===== config.mk =====
export PLATFORM = sky130hd
export DESIGN_NAME = iq_fifo_pair
export DESIGN_NICKNAME = d
export VERILOG_FILES = /design/src/rtl/iq_fifo_pair.sv
export SDC_FILE = /design/constraint.sdc
export NUM_CORES = 1
export LEC_CHECK = 0
export ABC_AREA = 1
export BUFFER_PORTS_ARGS = -buffer_cell sky130_fd_sc_hd__buf_2
export CAP_MARGIN = 25
export CORE_MARGIN = 2
export CORE_UTILIZATION = 43
export CTS_BUF_LIST = sky130_fd_sc_hd__clkbuf_8
export DETAILED_ROUTE_END_ITERATION = 7
export GPL_TIMING_DRIVEN = 0
export HOLD_SLACK_MARGIN = 0.03
export PLACE_DENSITY = 0.58
export SYNTH_ARGS = -nofsm -noshare
export SYNTH_HDL_FRONTEND = slang
export SYNTH_SLANG_ARGS = --single-unit

===== constraint.sdc =====
create_clock -name clk -period 10.15 [get_ports clk]
set_input_delay 0.5075 -clock clk [delete_from_list [all_inputs] [get_ports clk]]
set_output_delay 0.5075 -clock clk [all_outputs]
set_load 0.05 [all_outputs]

===== src/rtl/iq_fifo_pair.sv =====
module iq_fifo_pair #(
  parameter int DW    = 16,
  parameter int DEPTH = 8,
  parameter int TW    = 3
) (
  input  logic          clk,
  input  logic          rst_n,
  input  logic          online,
  input  logic          par_mode,
  input  logic          ovf_rst_dis,
  input  logic [TW-1:0] ae_thr,
  input  logic          wr_en,
  input  logic [DW-1:0] wr_i,
  input  logic [DW-1:0] wr_q,
  input  logic          rd_en,
  output logic [DW-1:0] rd_i,
  output logic [DW-1:0] rd_q,
  output logic          almost_empty,
  output logic          overflow,
  output logic          chan_reset
);
  localparam int AW = $clog2(DEPTH + 1);
  localparam logic [AW-1:0] FIRST = AW'(1);
  localparam logic [AW-1:0] LAST  = AW'(DEPTH);

  logic [DW-1:0] mem_i [1:DEPTH];
  logic [DW-1:0] mem_q [1:DEPTH];
  logic [AW-1:0] wptr, rptr, cnt, cnt_nxt, rd_addr;

  wire pop    = online && rd_en && (cnt != '0);
  wire push   = online && wr_en && ((cnt != LAST) || pop);
  wire drop   = online && wr_en && !push;
  wire do_rst = drop && par_mode && !ovf_rst_dis;
  wire clear  = !online || do_rst;

  function automatic logic [AW-1:0] adv(input logic [AW-1:0] p);
    return (p == LAST) ? FIRST : p + FIRST;
  endfunction

  always_comb begin
    if (clear) cnt_nxt = '0;
    else       cnt_nxt = cnt + AW'(push) - AW'(pop);
  end

  always_ff @(posedge clk) begin
    if (!rst_n) begin
      wptr         <= FIRST;
      rptr         <= FIRST;
      cnt          <= '0;
      almost_empty <= 1'b1;
      overflow     <= 1'b0;
      chan_reset   <= 1'b0;
    end else begin
      if (clear) begin
        wptr <= FIRST;
        rptr <= FIRST;
      end else begin
        if (push) wptr <= adv(wptr);
        if (pop)  rptr <= adv(rptr);
      end
      cnt          <= cnt_nxt;
      almost_empty <= (32'(cnt_nxt) <= 32'(ae_thr) + 32'd1);
      overflow     <= drop;
      chan_reset   <= do_rst;
    end
  end

  always_ff @(posedge clk) begin
    if (push) begin
      mem_i[wptr] <= wr_i;
      mem_q[wptr] <= wr_q;
    end
  end

  assign rd_addr = (cnt == '0) ? '0 : rptr;
  assign rd_i    = (rd_addr == '0) ? '0 : mem_i[rd_addr];
  assign rd_q    = (rd_addr == '0) ? '0 : mem_q[rd_addr];

  AST_OFFLINE_EMPTY: assert property (@(posedge clk) disable iff (!rst_n)
    !online |=> (cnt == '0 && rd_i == '0 && rd_q == '0));
  AST_FULL_DROP: assert property (@(posedge clk) disable iff (!rst_n)
    (online && wr_en && !rd_en && cnt == LAST) |=> overflow);
  AST_RESET_NEEDS_OVF: assert property (@(posedge clk) disable iff (!rst_n)
    chan_reset |-> (overflow && cnt == '0));
  AST_RESET_DISABLED: assert property (@(posedge clk) disable iff (!rst_n)
    (ovf_rst_dis || !par_mode) |=> !chan_reset);
  AST_EMPTY_READ_HOLD: assert property (@(posedge clk) disable iff (!rst_n)
    (online && rd_en && !wr_en && cnt == '0) |=> ($stable(rptr) && cnt == '0));
  AST_FULL_RW: assert property (@(posedge clk) disable iff (!rst_n)
    (online && wr_en && rd_en && cnt == LAST) |=> (!overflow && cnt == LAST));
endmodule


==> results of run 1 <==
-- cell families (layout without fill, tap and decap cells) --
logic type	after synthesis	after routing	share of synthesized area, %
simple gates	562	562	21.3
buf+inv	97	277	3.96
compound gates	74	74	3.26
other cells	0	1	0
flops	271	271	69.3
xor+xnor	4	4	0.304
fa+ha+maj	17	17	1.91
-- placed cells by master (no fill, tap or decap), types with 11 or more instances in the layout --
cell and count:
a21oi_1 66, buf_2 120, clkbuf_1 11, clkbuf_8 48, clkinv_1 16, dfxtp_1 15, edfxtp_1 256, ha_1 16
inv_1 51, nand2_1 251, nand3_1 235, nor2_1 54
-- flip-flops by register name, indices dropped and copies added, names as in the netlist --
register      cells
cnt               4
rptr              4
wptr              4
almost_empty      1
overflow          1
mem_i           128
chan_reset        1
mem_q           128
-- per-stage QoR --
step | area, sq um | total power, W
CTS | 13500 | 0.00242
detailed placement | 12600 | 0.00152
finish | 13500 | 0.00240
global placement | 12300 | 0.00152
global route | 13500 | 0.00249
floorplan | 11500 | 0.00143
-- final cells by class --
type                       count  area share (%)
timing repair buffer          92            4.59
antenna                        1          0.0186
clock inverter                40            1.38
multi-input combinational    657            23.3
inverter                      32           0.892
clock buffer                  48            4.91
buffer                        65            2.50
sequential                   271            59.3
tap                          335            3.11
-- power breakdown --
group | switching [W] | internal, W | total, W | leakage (nW)
registers | 0.00000316 | 0.00123 | 0.00124 | 2.43
logic | 0.000192 | 0.0000697 | 0.000262 | 2.34
clock network | 0.000437 | 0.000464 | 0.000902 | 0.511
-- worst max path at each step --
stage                     cells past startpoint  slack [ns]                      end         startpoint
after global placement                        8        4.28   mem_i[5][13]$_DFFE_PP_             online
after floorplan                               8        6.46    mem_i[1][0]$_DFFE_PP_  cnt[2]$_SDFF_PN0_
after global routing                         11        6.83                 rd_i[10]  cnt[2]$_SDFF_PN0_
final                                        11        6.93                 rd_i[14]  cnt[2]$_SDFF_PN0_
after CTS                                    11        6.94                 rd_i[14]  cnt[2]$_SDFF_PN0_
after detailed placement                     15        7.14  almost_empty$_SDFF_PN1_             online
-- worst max-delay path: cells and delay by family (launching register included) --
family	cells	cell delay, ns
fa+ha+maj	1	0.22
buf+inv	3	0.84
flops	1	0.31
simple gates	7	0.78
-- metal layers --
layer	vias to the layer above	GRT usage (%)	part of all wire (%)
li1	3904	-	-
met1	3964	30.1	45
met2	295	35.4	47
met3	62	3.83	6.4
met4	0	7.52	2.4
met5	-	0	0
==> flow_summary.toml, run 1 <==
[clock_tree]
cts_num_sinks = 271
ctsResizeCount = 0
clkTransAtPathRegs_ns = 0.06
cts_buffer_depth = 3
cts_setup_buffers = 0
h-tree-depth = 2
cts_tree = "built"
cts_root_buffer = "clkbuf_8"
hold_buffers = 0
cts_made_buffers = 47
clk_latency_ns = 0.56

[sta]
tightest_slew_ns = 0.992
setup_viol = 0
finalSetupTns_ns = 0
slew_headroom_pct = 33.5
rsz0062_at_grt = "false"
setup_ws_ns = 6.93
report.final.slew_viol_count = 0
timing.final.hold_violations = 0
max_freq_mhz = 311
whs_ns = 0.128
finClkSkew_ns = 0.0119
min_period_over_period_pct = 31.7
period_needed_ns = 3.22

[worst_setup_path]
slowest_stage = "clkbuf_1"
r2r_slack_ns = 7.18
cp_slowest_stage_delay_ns = 0.50
path_class = "register to output pin"
rr_startpoint = "cnt[2]$_SDFF_PN0_"
start_kind = "register"
path_max_fanout = 10
r2r_end = "almost_empty$_SDFF_PN1_"
required_ns = 9.64
crit_arrival_ns = 2.71
cp_cell_sequence = "inv_1 > ha_1 > nand2_4 > clkbuf_1 > nand3_1 > nand3_1 > nand2_1 > nand2_1 > nand2_1 > nor2_1 > buf_2"
crit_path_frequent_cell = "nand2_1"
worstRegToRegCells = 17
crit_path_end_kind = "output pin"

[global_route]
grt_max_degree = 24
grt.overflow.total = 0
antenna_found_initial = 1
first_global_vias = 8056
grt_pass1_wl_mm = 46.6
grt_usage_pct = 21.9

[routing]
firstDrtPassIters = 5
via_count = 8225
wl_per_cell_microns = 19.8
postRouteWirelength_mm = 30.5
drc = 0
drt_first_iter_violations = 701
postRouteAntennaNets = 0
via_per_inst = 5.34

[logic_synthesis]
synth_top_area_cell = "edfxtp_1"
yosysWarnings = 0
synth_seq_area_share_pct = 69.3
netlist_area_sq_um = 11500
synth_ff_type = "edfxtp_1"
synth.top_cells.by_count = "edfxtp_1 (256), nand2_1 (251), nand3_1 (235)"
async_reset_ff_share_pct = 0
synth-edff-count = 256
synth-seq-cells = 271
yosysMostFrequentCell = "edfxtp_1"
synth.area.top_cells = "edfxtp_1 (67%), nand3_1 (10%), nand2_1 (8.2%)"
netlist.area_leader.share_pct = 66.7
synth.distinct_cells = 30
syn-instance-count = 1025
avgSynthCellArea_sq_um = 11.2
synth_fp_nets = 1084

[layout]
final_core_util_pct = 51.4
final-seq-area_sq_um = 7990
area_growth_pct = 16.8
n_fill_cell = 2361
multi_input_area_sq_um = 3130
final_layout_size_suffix_gt1_share_pct = 17.6
fin_cells = 1541
nets = 1225

[floorplan]
rows = 59
die_y_microns = 168
coreArea_sq_um = 26200
ios = 77
start_util_pct = 44.0
dieArea_sq_um = 28100
die_w_microns = 168

[power]
ir_drop_v = 0.000112
power.density_nw_per_um2 = 178
leakage_nw = 5.29

[placed_design]
pre_cts_ws_ns = 7.14
port_buffers = 76
gp_congestion = 0.800
dpl.hpwl_mm = 19.8
place_inst = 1452

[min_path]
hold_class = "input port to register"
min_path_cells = 2
holdPathEnd = "chan_reset$_SDFF_PN0_"
hp-start = "ovf_rst_dis"

[run]
drv_cap = 0

[run_status]
status = "completed"
Note: power is estimated with default switching activity, not from simulation.
==> run 2, diff against run 1 <==
Settings changed: ABC_AREA 1 to 0.
Clock period 10.15 ns to 3.13 ns, I/O delays scaled along.
==> flow_summary.toml, run 2 <==
[sta]
tightest_slew_ns = 0.913
setup_ws_ns = 0.0790
rsz0062_at_grt = "true"
setup_viol = 0
max_freq_mhz = 328
finalSetupTns_ns = 0
period_needed_ns = 3.05
report.final.slew_viol_count = 0
slew_headroom_pct = 39.1
min_period_over_period_pct = 97.5
timing.final.hold_violations = 0
finClkSkew_ns = 0.0123

[layout]
final_common_cell = "edfxtp_1"
area_growth_pct = 21.3
top_regs = "mem_i x128, mem_q x128"
n_fill_cell = 2149
finalInstanceArea_sq_um = 13700
final_layout_size_suffix_gt1_share_pct = 32.0
nets = 957
layout_common_cells = "edfxtp_1 (256), buf_2 (85), and3_1 (65), o21ai_0 (65), mux2_2 (62)"
n_antenna_cell = 0

[clock_tree]
cts_root_buffer = "clkbuf_8"
clk_latency_ns = 0.54
cts_tree = "built"
clkTransAtPathRegs_ns = 0.06
h-tree-depth = 2
cts_made_buffers = 44
cts_num_sinks = 271
cts_buffer_depth = 3

[power]
leakage_nw = 4.92
power.density_nw_per_um2 = 539
ir_drop_v = 0.000365

[floorplan]
start_util_pct = 43.5
die_w_microns = 166
dieArea_sq_um = 27500
ios = 77
die_y_microns = 166
coreArea_sq_um = 25900
rows = 59

[logic_synthesis]
avgSynthCellArea_sq_um = 15.7
netlist.area_leader.share_pct = 68.2
synth_seq_area_share_pct = 70.9
synth.area.top_cells = "edfxtp_1 (68%), mux2_2 (6.2%), and3_1 (3.9%)"
synth.top_cells.by_count = "edfxtp_1 (256), and3_1 (70), o21ai_0 (66)"
netlist_area_sq_um = 11300
async_reset_ff_share_pct = 0
syn-instance-count = 716
synth.distinct_cells = 49
synth_fp_nets = 775
synth-edff-count = 256
synth_top_area_cell = "edfxtp_1"
yosysWarnings = 0
yosysMostFrequentCell = "edfxtp_1"
synth_ff_type = "edfxtp_1"
synth-seq-cells = 271

[run_status]
status = "completed"

[min_path]
holdPathEnd = "rptr[3]$_SDFFE_PP0P_"
min_path_cells = 4
hold_class = "input port to register"
hp-start = "rd_en"

[global_route]
antenna_found_initial = 0
grt_usage_pct = 20.6
grt_max_degree = 22
first_global_vias = 7398
grt_pass1_wl_mm = 43.1
grt.overflow.total = 0

[routing]
via_per_inst = 5.59
highest_layer = "met4"
wl_met1_mm = 12.4
wl_per_cell_microns = 22.9
via_count = 7059
firstDrtPassIters = 5
drc = 0
postRouteWirelength_mm = 28.9
wl_met3_mm = 1.38
met2_length_mm = 14.5
postRouteAntennaNets = 0
drt_first_iter_violations = 529

[worst_setup_path]
crit_path_frequent_cell = "buf_4"
crit_family = "buffers and inverters"
worstRegToRegCells = 14
crit_arrival_ns = 2.89
cp_slowest_stage_delay_ns = 0.38
path_class = "register to output pin"
r2r_slack_ns = 0.09
crit_buf_inv = 5
path_max_fanout = 10
start_kind = "register"
slowest_stage = "or3b_4"
r2r_end = "almost_empty$_SDFF_PN1_"
crit_path_end_kind = "output pin"
rr_startpoint = "cnt[2]$_SDFF_PN0_"
required_ns = 2.97
cp_cell_sequence = "inv_4 > ha_4 > or3b_4 > buf_4 > buf_4 > clkbuf_2 > and3_1 > a211oi_1 > o22ai_2 > clkbuf_4"

[placed_design]
port_buffers = 76
place_area_sq_um = 12400
dpl.hpwl_mm = 18.1
gp_congestion = 0.765
pre_cts_ws_ns = -0.428

[run]
drv_cap = 0
-- run 2: changes by cell type after synthesis, moves of 31 or more --
cell	previous run	this run
nand2_1	251	6
a21oi_1	66	4
o22ai_1	0	31
nand3_1	235	3
buf_2	44	12
and3_1	0	70
nor2_1	58	11
a211oi_1	0	33
o21ai_0	5	66
mux2_2	0	62
-- run 2: repair_timing --
item / CTS / global route
buffers inserted: 4 / 7
endpoints found under the hold margin: 263 / 0
pin swaps: 5 / 5
gates resized for setup: 14 / 27
hold buffers: 35 / 0
endpoints found under the setup margin: 31 / 6
-- run 2: how the worst max path moves through the flow --
| stage | cells past startpoint | from | to | slack (ns) |
|---|---|---|---|---|
| 3_5_place_dp | 13 | cnt[2]$_SDFF_PN0_ | almost_empty$_SDFF_PN1_ | -0.43 |
| 3_3_place_gp | 5 | cnt[2]$_SDFF_PN0_ | mem_q[2][0]$_DFFE_PP_ | -2.31 |
| 6_report | 10 | cnt[2]$_SDFF_PN0_ | rd_i[15] | 0.08 |
| 2_1_floorplan | 5 | cnt[2]$_SDFF_PN0_ | mem_i[1][0]$_DFFE_PP_ | -0.22 |
| 4_1_cts | 15 | cnt[2]$_SDFF_PN0_ | almost_empty$_SDFF_PN1_ | -0.11 |
| 5_1_grt | 14 | cnt[2]$_SDFF_PN0_ | almost_empty$_SDFF_PN1_ | -0.06 |
-- run 2: routing by layer --
layer | vias to the layer above | GRT usage, %
met5 | - | 0
met4 | 0 | 6.88
met3 | 53 | 3.41
met2 | 227 | 35.7
met1 | 3561 | 26.4
li1 | 3218 | -
-- run 2: power by group --
group	leakage, nW	internal [W]	switching (W)
Sequential	2.43	0.00400	0.00000918
Clock	0.455	0.00140	0.00132
Combinational	2.03	0.000243	0.000401
-- run 2: metrics by stage --
stage | util (%) | hold WS, ns | total power, W | cells
finish | 52.7 | 0.0671 | 0.00737 | 1262
global route | 52.7 | 0.0713 | 0.00764 | 1262
detailed placement | 47.8 | 0.433 | 0.00466 | 1142
floorplan | - | 0.245 | 0.00445 | 716
global placement | 46.7 | 0.417 | 0.00464 | 1127
CTS | 52.3 | 0.0433 | 0.00741 | 1256
-- run 2: final cells by class --
cell class	instances	area [sq um]	area share, %
plain buffers	49	263	1.92
clock buffers	48	661	4.83
clock inverters	27	109	0.796
inverters	12	47.5	0.348
multi-input cells	383	3120	22.9
flip-flops and latches	271	7990	58.5
well taps	335	419	3.07
repair buffers	137	1050	7.72
-- run 2: worst min-delay path, delay by kind of cell --
kind	cells	cell delay [ns]
AO/OA/AOI/OAI	1	0.07
buffers and inverters	1	0.12
AND/OR/NAND/NOR	2	0.21
-- run 2: cell families (layout without fill, tap and decap cells) --
logic type	after synthesis	count (layout)	share of synthesized area, %
flops	271	271	70.9
compound gates	182	182	11.5
simple gates	114	114	6.11
mux	67	67	6.75
buf+inv	62	273	2.56
fa+ha+maj	17	17	1.95
xor+xnor	3	3	0.233
==> run 3, diff against run 2 <==
Settings changed: ABC_CLOCK_PERIOD_IN_PS set to 3130, CORE_UTILIZATION 43 to 45, CTS_BUF_LIST sky130_fd_sc_hd__clkbuf_8 to sky130_fd_sc_hd__clkbuf_2, PLACE_DENSITY 0.58 to 0.6.
==> flow_summary.toml, run 3 (synthesized netlist as in run 2, its figures left out) <==
[floorplan]
dieArea_sq_um = 26300
die_w_microns = 162
ios = 77
start_util_pct = 46.1
rows = 57
coreArea_sq_um = 24500
die_y_microns = 162

[sta]
timing.final.hold_violations = 0
setup_viol = 0
min_period_over_period_pct = 96.1
rsz0062_at_grt = "true"
max_freq_mhz = 332
period_needed_ns = 3.01
report.final.slew_viol_count = 0
finClkSkew_ns = 0.0535
slew_headroom_pct = 41.9
finalSetupTns_ns = 0
tightest_slew_ns = 0.872

[layout]
final_layout_size_suffix_gt1_share_pct = 40.4
top_regs = "mem_i x128, mem_q x128"
layout_common_cells = "edfxtp_1 (256), clkbuf_2 (107), and3_1 (65), o21ai_0 (65), mux2_2 (62)"
final-seq-area_sq_um = 7990
area_growth_pct = 23.7
n_fill_cell = 1963
nets = 987
fin_cells = 1296
final_common_cell = "edfxtp_1"
multi_input_area_sq_um = 3330
final_core_util_pct = 57.0
finalInstanceArea_sq_um = 13900

[routing]
postRouteWirelength_mm = 28.4
wl_per_cell_microns = 21.9
drc = 0
postRouteAntennaNets = 0
via_per_inst = 5.58
firstDrtPassIters = 4
drt_first_iter_violations = 686
via_count = 7236

[worst_setup_path]
crit_path_end_kind = "output pin"
start_kind = "register"
path_class = "register to output pin"
required_ns = 2.97
path_max_fanout = 10
crit_arrival_ns = 2.85

[run_status]
status = "completed"

[clock_tree]
cts_num_sinks = 271
clk_latency_ns = 0.80
cts_tree = "built"
cts_root_buffer = "clkbuf_2"
h-tree-depth = 3
cts_buffer_depth = 3
cts_made_buffers = 69
clkTransAtPathRegs_ns = 0.10

[global_route]
grt_max_degree = 22
global_route.usage.met3_pct = 4.98
use_met2_pct = 37.2
grt.overflow.total = 0
antenna_found_initial = 2
grt_usage_pct = 22.0
grt_pass1_wl_mm = 43.5
first_global_vias = 7691
busiest_layer = "met2"
met1_usage_pct = 28.4

[power]
leakage_nw = 5.06
power_w = 0.00701
power.density_nw_per_um2 = 503
ir_drop_v = 0.000294

[placed_design]
place_area_sq_um = 12400
gp_congestion = 0.760
dpl.hpwl_mm = 17.4
place_inst = 1131
port_buffers = 76

[min_path]
hold_class = "input port to register"

[run]
drv_cap = 0
[run 3: stage by stage]
stage	hold WS (ns)	setup WS, ns
6_report	0.155	0.122
5_1_grt	0.0537	-0.0458
3_5_place_dp	0.420	-0.341
2_1_floorplan	0.245	-0.221
4_1_cts	0.0656	0.00542
3_3_place_gp	0.406	-2.16
[run 3: timing repair]
action,4_1_cts,5_1_grt
hold endpoints to repair,271,0
pin swaps,7,9
hold buffers,45,0
gates resized for setup,62,96
setup endpoints to repair,32,33
buffers inserted,4,2
[run 3: area by class of cell]
class,count,area share (%)
Antenna cell,2,0.0359
Buffer,49,2.51
Clock buffer,101,3.63
Clock inverter,12,0.521
Inverter,12,0.323
Multi-Input combinational cell,383,23.9
Sequential cell,271,57.3
Tap cell,324,2.91
Timing Repair Buffer,142,8.85
[run 3: worst paths after layout]
kind / startpoint / endpoint / slack (ns) / cells past startpoint
hold / removal: wr_i[10] / mem_i[7][10]$_DFFE_PP_ / 0.16 / 2
setup reg to reg: cnt[2]$_SDFF_PN0_ / almost_empty$_SDFF_PN1_ / 0.15 / 13
setup / recovery: cnt[2]$_SDFF_PN0_ / rd_q[6] / 0.12 / 9
hold reg to reg: rptr[2]$_SDFFE_PP0P_ / rptr[3]$_SDFFE_PP0P_ / 0.57 / 2
[run 3: layer usage]
metal	up-vias	routed length (microns)
li1	3315	-
met1	3605	12100
met2	257	14000
met3	59	1760
met4	0	641
met5	-	0
[run 3: critical path: stages (launching register included)]
cell and delay [ns]:
dfxtp_2 0.33, inv_2 0.08, ha_4 0.14, or3b_4 0.41, buf_12 0.15, clkbuf_4 0.20, and3_1 0.21, a211oi_2 0.24
o22ai_2 0.15, buf_6 0.17
[run 3: report_power, final]
| part | internal, W | leakage, nW | switching, W |
|---|---|---|---|
| Clock | 0.000929 | 0.464 | 0.00137 |
| Sequential | 0.00399 | 2.43 | 0.00000865 |
| Combinational | 0.000292 | 2.16 | 0.000418 |
| Total | 0.00521 | 5.06 | 0.00180 |
